`src/rtl/sfsk_pkg.sv`:
```
package sfsk_pkg;

    typedef enum logic [1:0] {
        ST_IDLE = 2'd0,
        ST_RUN  = 2'd1,
        ST_HOLD = 2'd2
    } tx_state_e;

    // Rational sine approximation over one quarter, sampled mid-bin.
    function automatic longint quarter_sine(input longint idx, input int addr_w, input longint amp);
        longint half_p;
        longint u;
        longint prod;
        longint num;
        longint den;
        half_p = longint'(1) << (addr_w + 2);
        u      = 2 * idx + 1;
        prod   = u * (half_p - u);
        num    = 4 * prod;
        den    = (5 * half_p * half_p) / 4 - prod;
        return (amp * num + den / 2) / den;
    endfunction

    // Fixed-point constant: phase increment per setting step, scaled by 2^frac.
    function automatic longint step_const(input longint clk_hz, input longint step_hz,
                                          input int acc_w, input int frac);
        return ((longint'(1) << (acc_w + frac)) * step_hz + clk_hz / 2) / clk_hz;
    endfunction

endpackage

```
`src/rtl/sfsk_cfg_check.sv`:
```
module sfsk_cfg_check #(
    parameter int     SET_W   = 14,
    parameter int     ACC_W   = 32,
    parameter int     FRAC_W  = 8,
    parameter longint CLK_HZ  = 12000000,
    parameter longint STEP_HZ = 10,
    parameter int     MIN_SET = 900,
    parameter int     MAX_SET = 9500,
    parameter int     MIN_GAP = 1000
) (
    input  logic [SET_W-1:0] space_set,
    input  logic [SET_W-1:0] mark_set,
    output logic             pair_ok,
    output logic [ACC_W-1:0] tw_space,
    output logic [ACC_W-1:0] tw_mark
);
    localparam longint TW_K = sfsk_pkg::step_const(CLK_HZ, STEP_HZ, ACC_W, FRAC_W);
    localparam logic [63:0] TW_K64 = 64'(TW_K);

    logic       space_in, mark_in, gap_ok;
    logic [SET_W-1:0] gap;

    always_comb begin
        space_in = (int'(space_set) >= MIN_SET) && (int'(space_set) <= MAX_SET);
        mark_in  = (int'(mark_set)  >= MIN_SET) && (int'(mark_set)  <= MAX_SET);
        gap      = (space_set > mark_set) ? (space_set - mark_set) : (mark_set - space_set);
        gap_ok   = int'(gap) > MIN_GAP;
        pair_ok  = space_in && mark_in && gap_ok;
        tw_space = ACC_W'((64'(space_set) * TW_K64) >> FRAC_W);
        tw_mark  = ACC_W'((64'(mark_set)  * TW_K64) >> FRAC_W);
    end
endmodule

```
`src/rtl/sfsk_phase_acc.sv`:
```
module sfsk_phase_acc #(
    parameter int ACC_W = 32
) (
    input  logic             clk,
    input  logic             rst_n,
    input  logic             clr,
    input  logic             en,
    input  logic [ACC_W-1:0] inc,
    output logic [ACC_W-1:0] phase
);
    always_ff @(posedge clk or negedge rst_n) begin
        if (!rst_n) begin
            phase <= '0;
        end else if (clr) begin
            phase <= '0;
        end else if (en) begin
            phase <= phase + inc;
        end
    end
endmodule

```
`src/rtl/sfsk_sine_lut.sv`:
```
module sfsk_sine_lut #(
    parameter int AW = 8,
    parameter int DW = 12
) (
    input  logic [AW+1:0]        ph,
    output logic signed [DW:0]   val
);
    localparam int DEPTH = 1 << AW;
    localparam longint AMP = (longint'(1) << DW) - 1;

    logic [DW-1:0] rom [DEPTH];

    for (genvar gi = 0; gi < DEPTH; gi++) begin : g_rom
        assign rom[gi] = DW'(sfsk_pkg::quarter_sine(longint'(gi), AW, AMP));
    end

    logic [AW-1:0]   idx;
    logic [DW-1:0]   mag;
    logic signed [DW:0] pos;

    always_comb begin
        idx = ph[AW] ? ~ph[AW-1:0] : ph[AW-1:0];
        mag = rom[idx];
        pos = $signed({1'b0, mag});
        val = ph[AW+1] ? -pos : pos;
    end
endmodule

```
`src/rtl/sfsk_dds_tx.sv`:
```
module sfsk_dds_tx #(
    parameter int     SET_W    = 14,
    parameter int     ACC_W    = 32,
    parameter int     LUT_AW   = 8,
    parameter int     AMP_W    = 12,
    parameter longint CLK_HZ   = 12000000,
    parameter int     HOLD_CYC = 4500
) (
    input  logic                    clk,
    input  logic                    rst_n,
    input  logic                    frame_req,
    input  logic                    bit_stb,
    input  logic                    bit_val,
    input  logic [SET_W-1:0]        space_set,
    input  logic [SET_W-1:0]        mark_set,
    output logic signed [AMP_W:0]   sample,
    output logic                    data_lvl,
    output logic                    tx_en,
    output logic                    cfg_err
);
    import sfsk_pkg::*;

    localparam int HC_W = $clog2(HOLD_CYC + 1);
    localparam logic [HC_W-1:0] HOLD_LAST = HC_W'(HOLD_CYC - 1);

    tx_state_e st, st_nx;

    logic             pair_ok;
    logic [ACC_W-1:0] tw_space_c, tw_mark_c;
    logic [ACC_W-1:0] tw_space_q, tw_mark_q;
    logic [ACC_W-1:0] phase;
    logic             bit_q;
    logic [HC_W-1:0]  hold_cnt;
    logic signed [AMP_W:0] lut_val, sample_q;
    logic             run_st, hold_st, start;

    sfsk_cfg_check #(
        .SET_W (SET_W),
        .ACC_W (ACC_W),
        .CLK_HZ(CLK_HZ)
    ) u_cfg (
        .space_set(space_set),
        .mark_set (mark_set),
        .pair_ok  (pair_ok),
        .tw_space (tw_space_c),
        .tw_mark  (tw_mark_c)
    );

    assign run_st  = (st == ST_RUN);
    assign hold_st = (st == ST_HOLD);
    assign start   = (st == ST_IDLE) && frame_req && pair_ok;

    sfsk_phase_acc #(.ACC_W(ACC_W)) u_acc (
        .clk  (clk),
        .rst_n(rst_n),
        .clr  (start),
        .en   (run_st),
        .inc  (bit_q ? tw_mark_q : tw_space_q),
        .phase(phase)
    );

    sfsk_sine_lut #(.AW(LUT_AW), .DW(AMP_W)) u_lut (
        .ph (phase[ACC_W-1 -: LUT_AW+2]),
        .val(lut_val)
    );

    // State register
    always_ff @(posedge clk or negedge rst_n) begin
        if (!rst_n) st <= ST_IDLE;
        else        st <= st_nx;
    end

    // Transitions: start / reject / release / expire
    always_comb begin
        st_nx = st;
        unique case (st)
            ST_IDLE: if (start)                st_nx = ST_RUN;
            ST_RUN:  if (!frame_req)           st_nx = ST_HOLD;
            ST_HOLD: if (hold_cnt == '0)       st_nx = ST_IDLE;
            default:                           st_nx = ST_IDLE;
        endcase
    end

    // Datapath registers
    always_ff @(posedge clk or negedge rst_n) begin
        if (!rst_n) begin
            tw_space_q <= '0;
            tw_mark_q  <= '0;
            bit_q      <= 1'b0;
            hold_cnt   <= '0;
            cfg_err    <= 1'b0;
            sample_q   <= '0;
        end else begin
            if (st == ST_IDLE && frame_req) begin
                cfg_err <= !pair_ok;
            end
            if (start) begin
                tw_space_q <= tw_space_c;
                tw_mark_q  <= tw_mark_c;
                bit_q      <= 1'b0;
            end else if (run_st && bit_stb) begin
                bit_q <= bit_val;
            end
            if (run_st && !frame_req) begin
                hold_cnt <= HOLD_LAST;
            end else if (hold_st && hold_cnt != '0) begin
                hold_cnt <= hold_cnt - 1'b1;
            end
            sample_q <= run_st ? lut_val : '0;
        end
    end

    // Outputs
    always_comb begin
        tx_en    = (st != ST_IDLE);
        sample   = run_st ? sample_q : '0;
        data_lvl = run_st & bit_q;
    end
endmodule

```
`config.mk`:
```
export PLATFORM = sky130hd
export DESIGN_NAME = sfsk_dds_tx
export DESIGN_NICKNAME = d
export VERILOG_FILES = /design/src/rtl/sfsk_pkg.sv /design/src/rtl/sfsk_cfg_check.sv /design/src/rtl/sfsk_phase_acc.sv /design/src/rtl/sfsk_sine_lut.sv /design/src/rtl/sfsk_dds_tx.sv
export SDC_FILE = /design/constraint.sdc
export NUM_CORES = 1
export LEC_CHECK = 0
export CAP_MARGIN = 30
export CORE_UTILIZATION = 45
export DETAILED_ROUTE_END_ITERATION = 6
export PLACE_DENSITY = 0.68
export SYNTH_ARGS = -nofsm -noshare
export SYNTH_HDL_FRONTEND = slang
export SYNTH_SLANG_ARGS = --single-unit
export TNS_END_PERCENT = 20
```
`constraint.sdc`:
```
create_clock -name clk -period 6.5 [get_ports clk]
set_clock_uncertainty 0.05 [all_clocks]
set_input_delay 1.95 -clock clk [delete_from_list [all_inputs] [get_ports clk]]
set_output_delay 1.95 -clock clk [all_outputs]
set_load 0.1 [all_outputs]
```
; ---- Yosys cells after proc, flatten, opt, wreduce, memory -nomap -nowiden
; Memory sizes are Yosys's and may differ from the RTL's.
; Cells that the tools add are included.
[word_totals]
input_bits = 33
n_memories = 1
output_inout_bits = 16
wordCells = 68
rom_bits = 3072
ff_bits = 114
[memory_table]
columns = name, depth, word_bits, read_ports, rd_clocked_by_memory_dff, write_ports, line_no
row1 = (name not given), 256, 12, 1, 0, 0, sfsk_sine_lut.sv:23  ; mag = rom[idx];
[classes]
reduce_logical = 19
muxes = 18
multipliers = 2
order_cmp = 7
n_addsub = 5
n_eq_ne = 5
bitwise_logic = 3
[ops]
columns = op, count
row1 = $mux 13, 5
row2 = $mul 14x18->32 const B, 2
row3 = $mux 32, 2
row4 = $add 32x26->32, 1
row5 = $ge 14x10->1 const B, 2
row6 = $le 14x14->1 const B, 2
row7 = $sub 14x14->14, 2
row8 = $mux 26, 1
row9 = $mux 12, 2
row10 = $gt 14x10->1 const B, 1
row11 = $gt 14x14->1, 1
row12 = $mux 14, 1
row13 = $logic_not 13->1, 1
row14 = $neg 12->13, 1
row15 = $reduce_bool 13->1, 1
row16 = $sub 13x1->13 const B, 1
row17 = $ge 9x9->1 const B, 1
row18 = $logic_and 1x1->1, 9
row19 = $not 8->9, 1
row20 = $mux 8, 1
row21 = $not 8->8, 1
row22 = $reduce_bool 2->1, 4
row23 = $mux 2, 3
row24 = $pmux 2 s3, 1
row25 = 9 further kinds, 12

; ---- Longest topological paths before layout
; Gate-level depths: netlist (run 1).
[logic_depth]
depth_word = 9
ltp_mapped = 23
mapped_depth_nobuf = 23

; ---- By module
; A second synthesis (run 1) with hierarchy kept.
[unflattened]
cells_unflattened = 2634
hier_area_um2 = 23182.2
[by_module_without_submodules]
columns = mod, instances, area_per_inst_um2, cells_each, seq_area_each_um2
row1 = sfsk_cfg_check, 1, 10403.7, 1090, 0.0
row2 = sfsk_sine_lut, 1, 5664.2, 894, 0.0
row3 = sfsk_dds_tx, 1, 4127.7, 304, 2352.3
row4 = sfsk_phase_acc, 1, 2986.6, 346, 800.8

; ---- Least setup slack after synthesis (run 1)
; Ideal clock, no wire load.
[synth_timing]
path_kind = input -> register
from = in space_set[2]
to = reg tw_space_q[25]
setup_ns = 0.125
cell_stages = 21
t_arrival_ns = 7.288
setup_slack_ns = -0.963
n_path_buf = 0
t_required_ns = 6.325
path_cell_list = inv_1 > fa_1 > fa_1 > inv_1 > ha_1 > fa_1 > fa_1 > inv_1 > fa_1 > inv_1 > ha_1 > and4_1 > a21oi_1 > o221ai_1 > o211a_1 > o311a_1 > nor2_1 > o2111ai_1 > o31ai_1 > xnor2_1 > mux2_2
[synth_via]
elab_chain_cells = 5
elab_cells_between_ends = 12
classes_between = 2 x add/sub / 1 x mul / 4 x order compare / 1 x mux / 4 x reduce/logical
[synth_lines]
columns = element, line_no
row1 = from (decl), sfsk_dds_tx.sv:14  ; input logic [SET_W-1:0] space_set,
row2 = "parallel branches: the longest is 5 deep, another holds $mul 14x18->32", -
row3 = to (signal assigned), sfsk_dds_tx.sv:98  ; tw_space_q <= tw_space_c;
row4 = to (decl), sfsk_dds_tx.sv:30  ; logic [ACC_W-1:0] tw_space_q, tw_mark_q;
; Parallel ways; which one is timed is not known.
; A chain may end at the register's enable or synchronous reset.

; ---- Final worst setup path (run 1)
[layout_timing]
from = in space_set[10]
to = reg tw_space_q[25]
; Same word-level chain as after synthesis.

==> results.sh, run 1 <==
export IMPL_status="complete, but fails checks"
export IMPL_violations="DRC, setup timing"
export IMPL_setup_viol=29
export IMPL_irDropWorstVdd_v=0.000753
export IMPL_cts_sinks=114
export IMPL_critical_path_required_ns=6.76
export IMPL_synthMuxAreaShare_pct=5.23
export IMPL_synth_top_family_by_area="adder cells"
export IMPL_wl_per_cell_um=22.3
export IMPL_dieWidth_um=220
export IMPL_htree_levels=4
export IMPL_clock_latency_ns=0.42
export IMPL_finalNonFillerCells=3296
export IMPL_synth_compound_area_share_pct=20.5
export IMPL_final_hold_violation_count=0
export IMPL_clk_path_buf_depth=2
export IMPL_ioPinCount=49
export IMPL_rows=79
export IMPL_diodes=0
export IMPL_post_route_drc_count=2
export IMPL_final_common_cell="buf_4"
export IMPL_p_leak_uw=0.0122
export IMPL_dp_slack_ns=-1.59
export IMPL_fin_area_um2=25600
export IMPL_viasPerCell=6.05
export IMPL_whs_ns=0.456
export IMPL_routed_wl_mm=73.3
export IMPL_numPortBuffers=48
export IMPL_ys_flop_type="dfrtp_1"
export IMPL_ys_types=88
export IMPL_hpwl_mm=57.8
export IMPL_numCtsBuffers=17
export IMPL_cts_tree="yes"
export IMPL_drive_gt1_share_pct=21.6
export IMPL_powerDensity_nw_per_um2=525
export IMPL_report_final_slew_viol_count=0
export IMPL_finalWeightedCongestion=1.02
export IMPL_core_area_um2=46700
export IMPL_grt_pass1_wl_mm=114
export IMPL_synth_simple_gate_area_share_pct=13.0
export IMPL_drt_first_pass_iters=7
export IMPL_placed_cell_area_um2=24500
export IMPL_synth_edf_count=0
export IMPL_path_max_fanout=3
export IMPL_rsz0062_at_grt="yes"
export IMPL_ys_warn_count=0
export IMPL_worstPathArrival_ns=7.34
export IMPL_post_route_period_util_pct=109
export IMPL_drt_iter0_markers=2107
export IMPL_synth_xor_xnor_area_share_pct=5.70
export IMPL_clock_fmax_mhz=141
export IMPL_postSynthCellCount=2429
export IMPL_finalCriticalPeriod_ns=7.08
export IMPL_avgSynthCellArea_um2=8.79
export IMPL_n_fill_cell=4258
export IMPL_antenna_found_initial=0
export IMPL_worst_pin_slew_ns=1.10
export IMPL_synth_area_um2=21400
export IMPL_antenna_left=0
export IMPL_fin_setup_tns_ns=-8.69
export IMPL_numPlacedInstances=3250
export IMPL_ys_ff_latch=114
export IMPL_first_global_vias=20207
export IMPL_cts_clk_slew_worst_paths_ns=0.06
export IMPL_vias=19949
export IMPL_relSlewSlack_pct=26.3
export IMPL_cp_start_kind="input pin"
export IMPL_critPathKind="input pin to flop"
export IMPL_final_cell_mix="295 x buf_4, 287 x ha_1, 239 x inv_1"
export IMPL_die_h_um=220
export IMPL_cts_hold_buffers=0
export IMPL_grt_total_usage_pct=30.7
export IMPL_finalNetCount=3198
export IMPL_ys_seq_area_share_pct=13.4
export IMPL_maxCapViolCount=0
export IMPL_synth_fa_ha_area_share_pct=35.0
export IMPL_dieArea_um2=48300
export IMPL_overflow=0
export IMPL_endpoint_kind="flop"
export IMPL_syn_num_nets=2951
export IMPL_syn2layout_area_growth_pct=19.8
export IMPL_async_flop_share_pct=100
export IMPL_hp_class="flop to flop"
export IMPL_grt_start_max_net_pins=63
export IMPL_cts_root_buf="clkbuf_16"
export IMPL_start_util_pct=45.8
export IMPL_finalWorstSetupSlack_ns=-0.584
==> final cells by class <==
cell class                      count  area [µm²]  share of cell area [%]
Multi-Input combinational cell   1928       17600                    68.6
Sequential cell                   114        2860                    11.2
Tap cell                          607         759                    2.97
Clock inverter                     15         164                   0.640
Clock buffer                       17         425                    1.66
Inverter                          259         978                    3.82
Timing Repair Buffer              356        2840                    11.1
==> routing by layer <==
| metal | up-vias | share of wire (%) | GRT usage (%) |
|---|---|---|---|
| met3 | 169 | 8.7 | 6.14 |
| met1 | 9838 | 43 | 42.6 |
| met5 | - | 0 | 0 |
| met2 | 850 | 45 | 48.0 |
| li1 | 9092 | - | - |
| met4 | 0 | 2.9 | 8.92 |
==> logic make-up after synthesis <==
group	Yosys count
mux	100
simple gates	547
buf+inv	387
fa+ha+maj	489
xor+xnor	139
flops	114
compound gates	653
==> repair_timing <==
action,in CTS,in global routing
setup endpoints to repair,38,35
pin swaps,82,36
resized for setup,149,37
buffers inserted,13,2
gates cloned,0,0
==> metrics by stage <==
| stage | total power (µW) | utilization (%) |
|---|---|---|
| floorplan | 6740 | - |
| global placement | 10900 | 52.4 |
| detailed placement | 11000 | 52.5 |
| CTS | 13000 | 54.5 |
| global route | 14500 | 54.9 |
| finish | 13400 | 54.9 |
==> power by group <==
group          switching, µW  leakage (µW)  total (µW)  internal [µW]
Combinational           5750        0.0104       11700           5980
Clock                    390      0.000281         934            544
Sequential              33.0       0.00151         779            746
Total                   6170        0.0122       13400           7270
==> critical path, stage by stage <==
cell and delay [ns]:
buf_6 0.10, fa_2 0.65, inv_4 0.06, buf_12 0.12
fa_1 0.53, inv_1 0.06, fa_2 0.56, fa_2 0.45
fa_2 0.39, ha_4 0.27, ha_4 0.15, a21o_1 0.18
a21oi_2 0.17, or3b_4 0.42, o311a_4 0.33, nor2_4 0.15
o2111ai_4 0.15, o31ai_2 0.28, xnor2_1 0.11, mux2_4 0.27
==> worst paths after layout <==
| path | from | end | slack, ns | depth (start not counted) |
|---|---|---|---|---|
| max reg2reg | u_acc.phase[30] | sample_q[11] | 1.02 | 13 |
| min reg2reg | tw_mark_q[12] | tw_mark_q[12] | 0.46 | 1 |
| max in group asynchronous | rst_n | tw_mark_q[10] | 3.92 | 3 |
| min | tw_mark_q[12] | tw_mark_q[12] | 0.46 | 1 |
| max | space_set[10] | tw_space_q[25] | -0.58 | 20 |
| min in group asynchronous | rst_n | hold_cnt[4] | 1.38 | 1 |
==> Yosys cell counts, types with 17 or more instances <==
master      n  area [µm²]
mux2_2     75         845
xnor2_1    93         815
nor2_1    111         417
nand2b_1   36         225
a221oi_1   17         149
nand3_1    46         230
and2_1     50         313
inv_1     258         968
dfrtp_1   114        2850
o211ai_1   28         210
ha_1      307        3840
o21a_1     23         173
nand2_1   136         510
xor2_1     46         403
nor3_1     38         190
nor2b_1    35         219
a211oi_1   21         158
clkbuf_1   78         293
o22ai_1    35         219
a31oi_1    19         119
mux2i_1    22         220
a21o_1     42         315
buf_2      29         145
o21ai_0   137         686
a21oi_1   143         716
fa_1      182        3640
==> registers in the layout, summed over array words and instances, names as in the netlist <==
signal	cells
bit_q	1
cfg_err	1
hold_cnt	13
sample_q	13
st	2
tw_mark_q	26
tw_space_q	26
u_acc.phase	32
(Power assumes the default switching activity.)
==> inputs of run 2 (changes only) <==
SKIP_CTS_REPAIR_TIMING = 1   (was not set)
==> run 2 against run 1 <==
The run still ends with DRC, setup timing left. Utilization shrank 0.14 points. Highest routed layer unchanged. Cell area shrank 0.26%. Sequential power is essentially flat. Total power shrank 2.1%. Sequential share of layout area is essentially flat. Die area is the same. Critical path type unchanged. Register-to-register slack is essentially flat. Sequential cell count is the same. Critical path depth shrank 1. First-iteration DRC count grew 6.7%.
==> results.sh, run 2 (synthesized netlist as in run 1, its figures left out) <==
export IMPL_status="complete, but fails checks"
export IMPL_violations="DRC, setup timing"
export IMPL_post_route_drc_count=6
export IMPL_critical_path_required_ns=6.76
export IMPL_finalWeightedCongestion=1.02
export IMPL_path_max_fanout=3
export IMPL_antenna_found_initial=1
export IMPL_final_common_cell="buf_4"
export IMPL_regArea_um2=2860
export IMPL_overflow=0
export IMPL_path_delay_family="adder cells"
export IMPL_clk_path_buf_depth=2
export IMPL_finalCriticalPeriod_ns=7.06
export IMPL_grt_total_usage_pct=30.4
export IMPL_post_route_period_util_pct=109
export IMPL_drive_gt1_share_pct=21.3
export IMPL_die_h_um=220
export IMPL_powerDensity_nw_per_um2=516
export IMPL_setup_viol=30
export IMPL_cts_sinks=114
export IMPL_irDropWorstVdd_v=0.000684
export IMPL_relSlewSlack_pct=23.9
export IMPL_grt_start_max_net_pins=63
export IMPL_crit_path_frequent_cell="fa_2"
export IMPL_first_global_vias=19993
export IMPL_htree_levels=4
export IMPL_reg2reg_slack_ns=1.01
export IMPL_drt_first_pass_iters=7
export IMPL_crit_path_cell_trace="buf_6 > fa_2 > inv_4 > fa_1 > inv_1 > fa_1 > fa_2 > fa_2 > ha_4 > ha_4 > a21o_1 > a21oi_2 > or3b_4 > o311a_4 > nor2_4 > o2111ai_4 > o31ai_2 > xnor2_1 > mux2_2"
export IMPL_clock_latency_ns=0.42
export IMPL_top_register="u_acc.phase"
export IMPL_worst_pin_slew_ns=1.14
export IMPL_clock_fmax_mhz=142
export IMPL_p_leak_uw=0.0122
export IMPL_wl_per_cell_um=22.3
export IMPL_critPathKind="input pin to flop"
export IMPL_numPortBuffers=48
export IMPL_largest_reg_flops=32
export IMPL_syn2layout_area_growth_pct=19.5
export IMPL_slowest_stage="fa_2"
export IMPL_finalNetCount=3194
export IMPL_path_buf_inv=3
export IMPL_diodes=0
export IMPL_multi_input_area_um2=17500
export IMPL_total_power_uw=13200
export IMPL_dieArea_um2=48300
export IMPL_slowest_delay_ns=0.64
export IMPL_finalWorstSetupSlack_ns=-0.561
export IMPL_cts_tree="yes"
export IMPL_n_fill_cell=4269
export IMPL_core_area_um2=46700
export IMPL_report_final_slew_viol_count=0
export IMPL_final_cell_mix="294 x buf_4, 287 x ha_1, 238 x inv_1"
export IMPL_viasPerCell=6.07
export IMPL_routed_wl_mm=73.2
export IMPL_hpwl_mm=57.8
export IMPL_r2r_end="sample_q[11]"
export IMPL_reg2reg_depth=13
export IMPL_ioPinCount=49
export IMPL_fin_util_pct=54.7
export IMPL_start_util_pct=45.8
export IMPL_worstPathArrival_ns=7.32
export IMPL_endpoint_kind="flop"
export IMPL_antenna_left=0
export IMPL_largestRegisters="u_acc.phase (32), tw_mark_q (26), tw_space_q (26)"
export IMPL_cts_clk_slew_worst_paths_ns=0.06
export IMPL_rows=79
export IMPL_grt_pass1_wl_mm=113
export IMPL_dieWidth_um=220
export IMPL_vias=19993
export IMPL_r2r_start="u_acc.phase[30]"
export IMPL_cp_start_kind="input pin"
export IMPL_final_hold_violation_count=0
export IMPL_numCtsBuffers=17
export IMPL_endpoint="tw_space_q[25]"
export IMPL_cts_root_buf="clkbuf_16"
export IMPL_rsz0062_at_grt="yes"
export IMPL_hp_class="flop to flop"
export IMPL_maxCapViolCount=0
export IMPL_cp_startpoint="space_set[8]"
export IMPL_cp_num_cells=19
export IMPL_drt_iter0_markers=2249
-- run 2: final cells by class --
class,instances,area share [%]
multi-input combinational,1928,68.7
sequential,114,11.2
timing repair buffer,352,11.0
inverter,259,3.84
tap,607,2.98
clock buffer,17,1.67
clock inverter,15,0.642
-- run 2: where the power goes --
group	internal [µW]	switching (µW)	leakage (µW)	total, µW
sequential	746	32.9	0.00151	779
combinational	5800	5650	0.0104	11400
clock	544	391	0.000281	935
total	7090	6070	0.0122	13200
-- run 2: metrics by stage --
step,setup slack (ns),area [µm²],setup TNS [ns],hold WS (ns),instances
floorplan,-0.736,21500,-10.17,0.422,2429
CTS,-1.15,25100,-28.55,0.456,3282
detailed placement,-1.59,24500,-45.30,0.443,3250
global placement,-1.46,24400,-42.83,0.432,3247
global route,-0.689,25500,-14.52,0.475,3292
finish,-0.561,25500,-9.77,0.456,3292
-- run 2: worst min path at each step --
stage                               from             end  slack, ns  cells past startpoint
after floorplan             hold_cnt[12]    hold_cnt[12]       0.42                      2
after global placement      tw_mark_q[4]    tw_mark_q[4]       0.43                      1
after detailed placement   tw_mark_q[13]   tw_mark_q[13]       0.44                      1
after CTS                 tw_space_q[24]  tw_space_q[24]       0.46                      1
after global routing      tw_space_q[25]  tw_space_q[25]       0.47                      1
final                      tw_mark_q[12]   tw_mark_q[12]       0.46                      1
-- run 2: layer usage --
layer	share of wire [%]	global-route usage [%]	routed length, µm
met3	8.6	5.74	6270
met1	43	42.5	31600
met5	0	0	0
met2	46	47.1	33300
met4	2.8	9.29	2080
-- run 2: worst register-to-register path: stages (launching register included) --
cell	delay, ns
dfrtp_2	0.41
buf_4	0.40
xor2_1	0.20
buf_4	0.34
inv_1	0.49
nor2_1	1.02
a21oi_1	0.34
a221o_1	0.38
o31a_1	0.16
a31oi_2	0.39
nand3_1	0.27
nor4_2	0.48
mux2i_1	0.24
o311ai_0	0.15
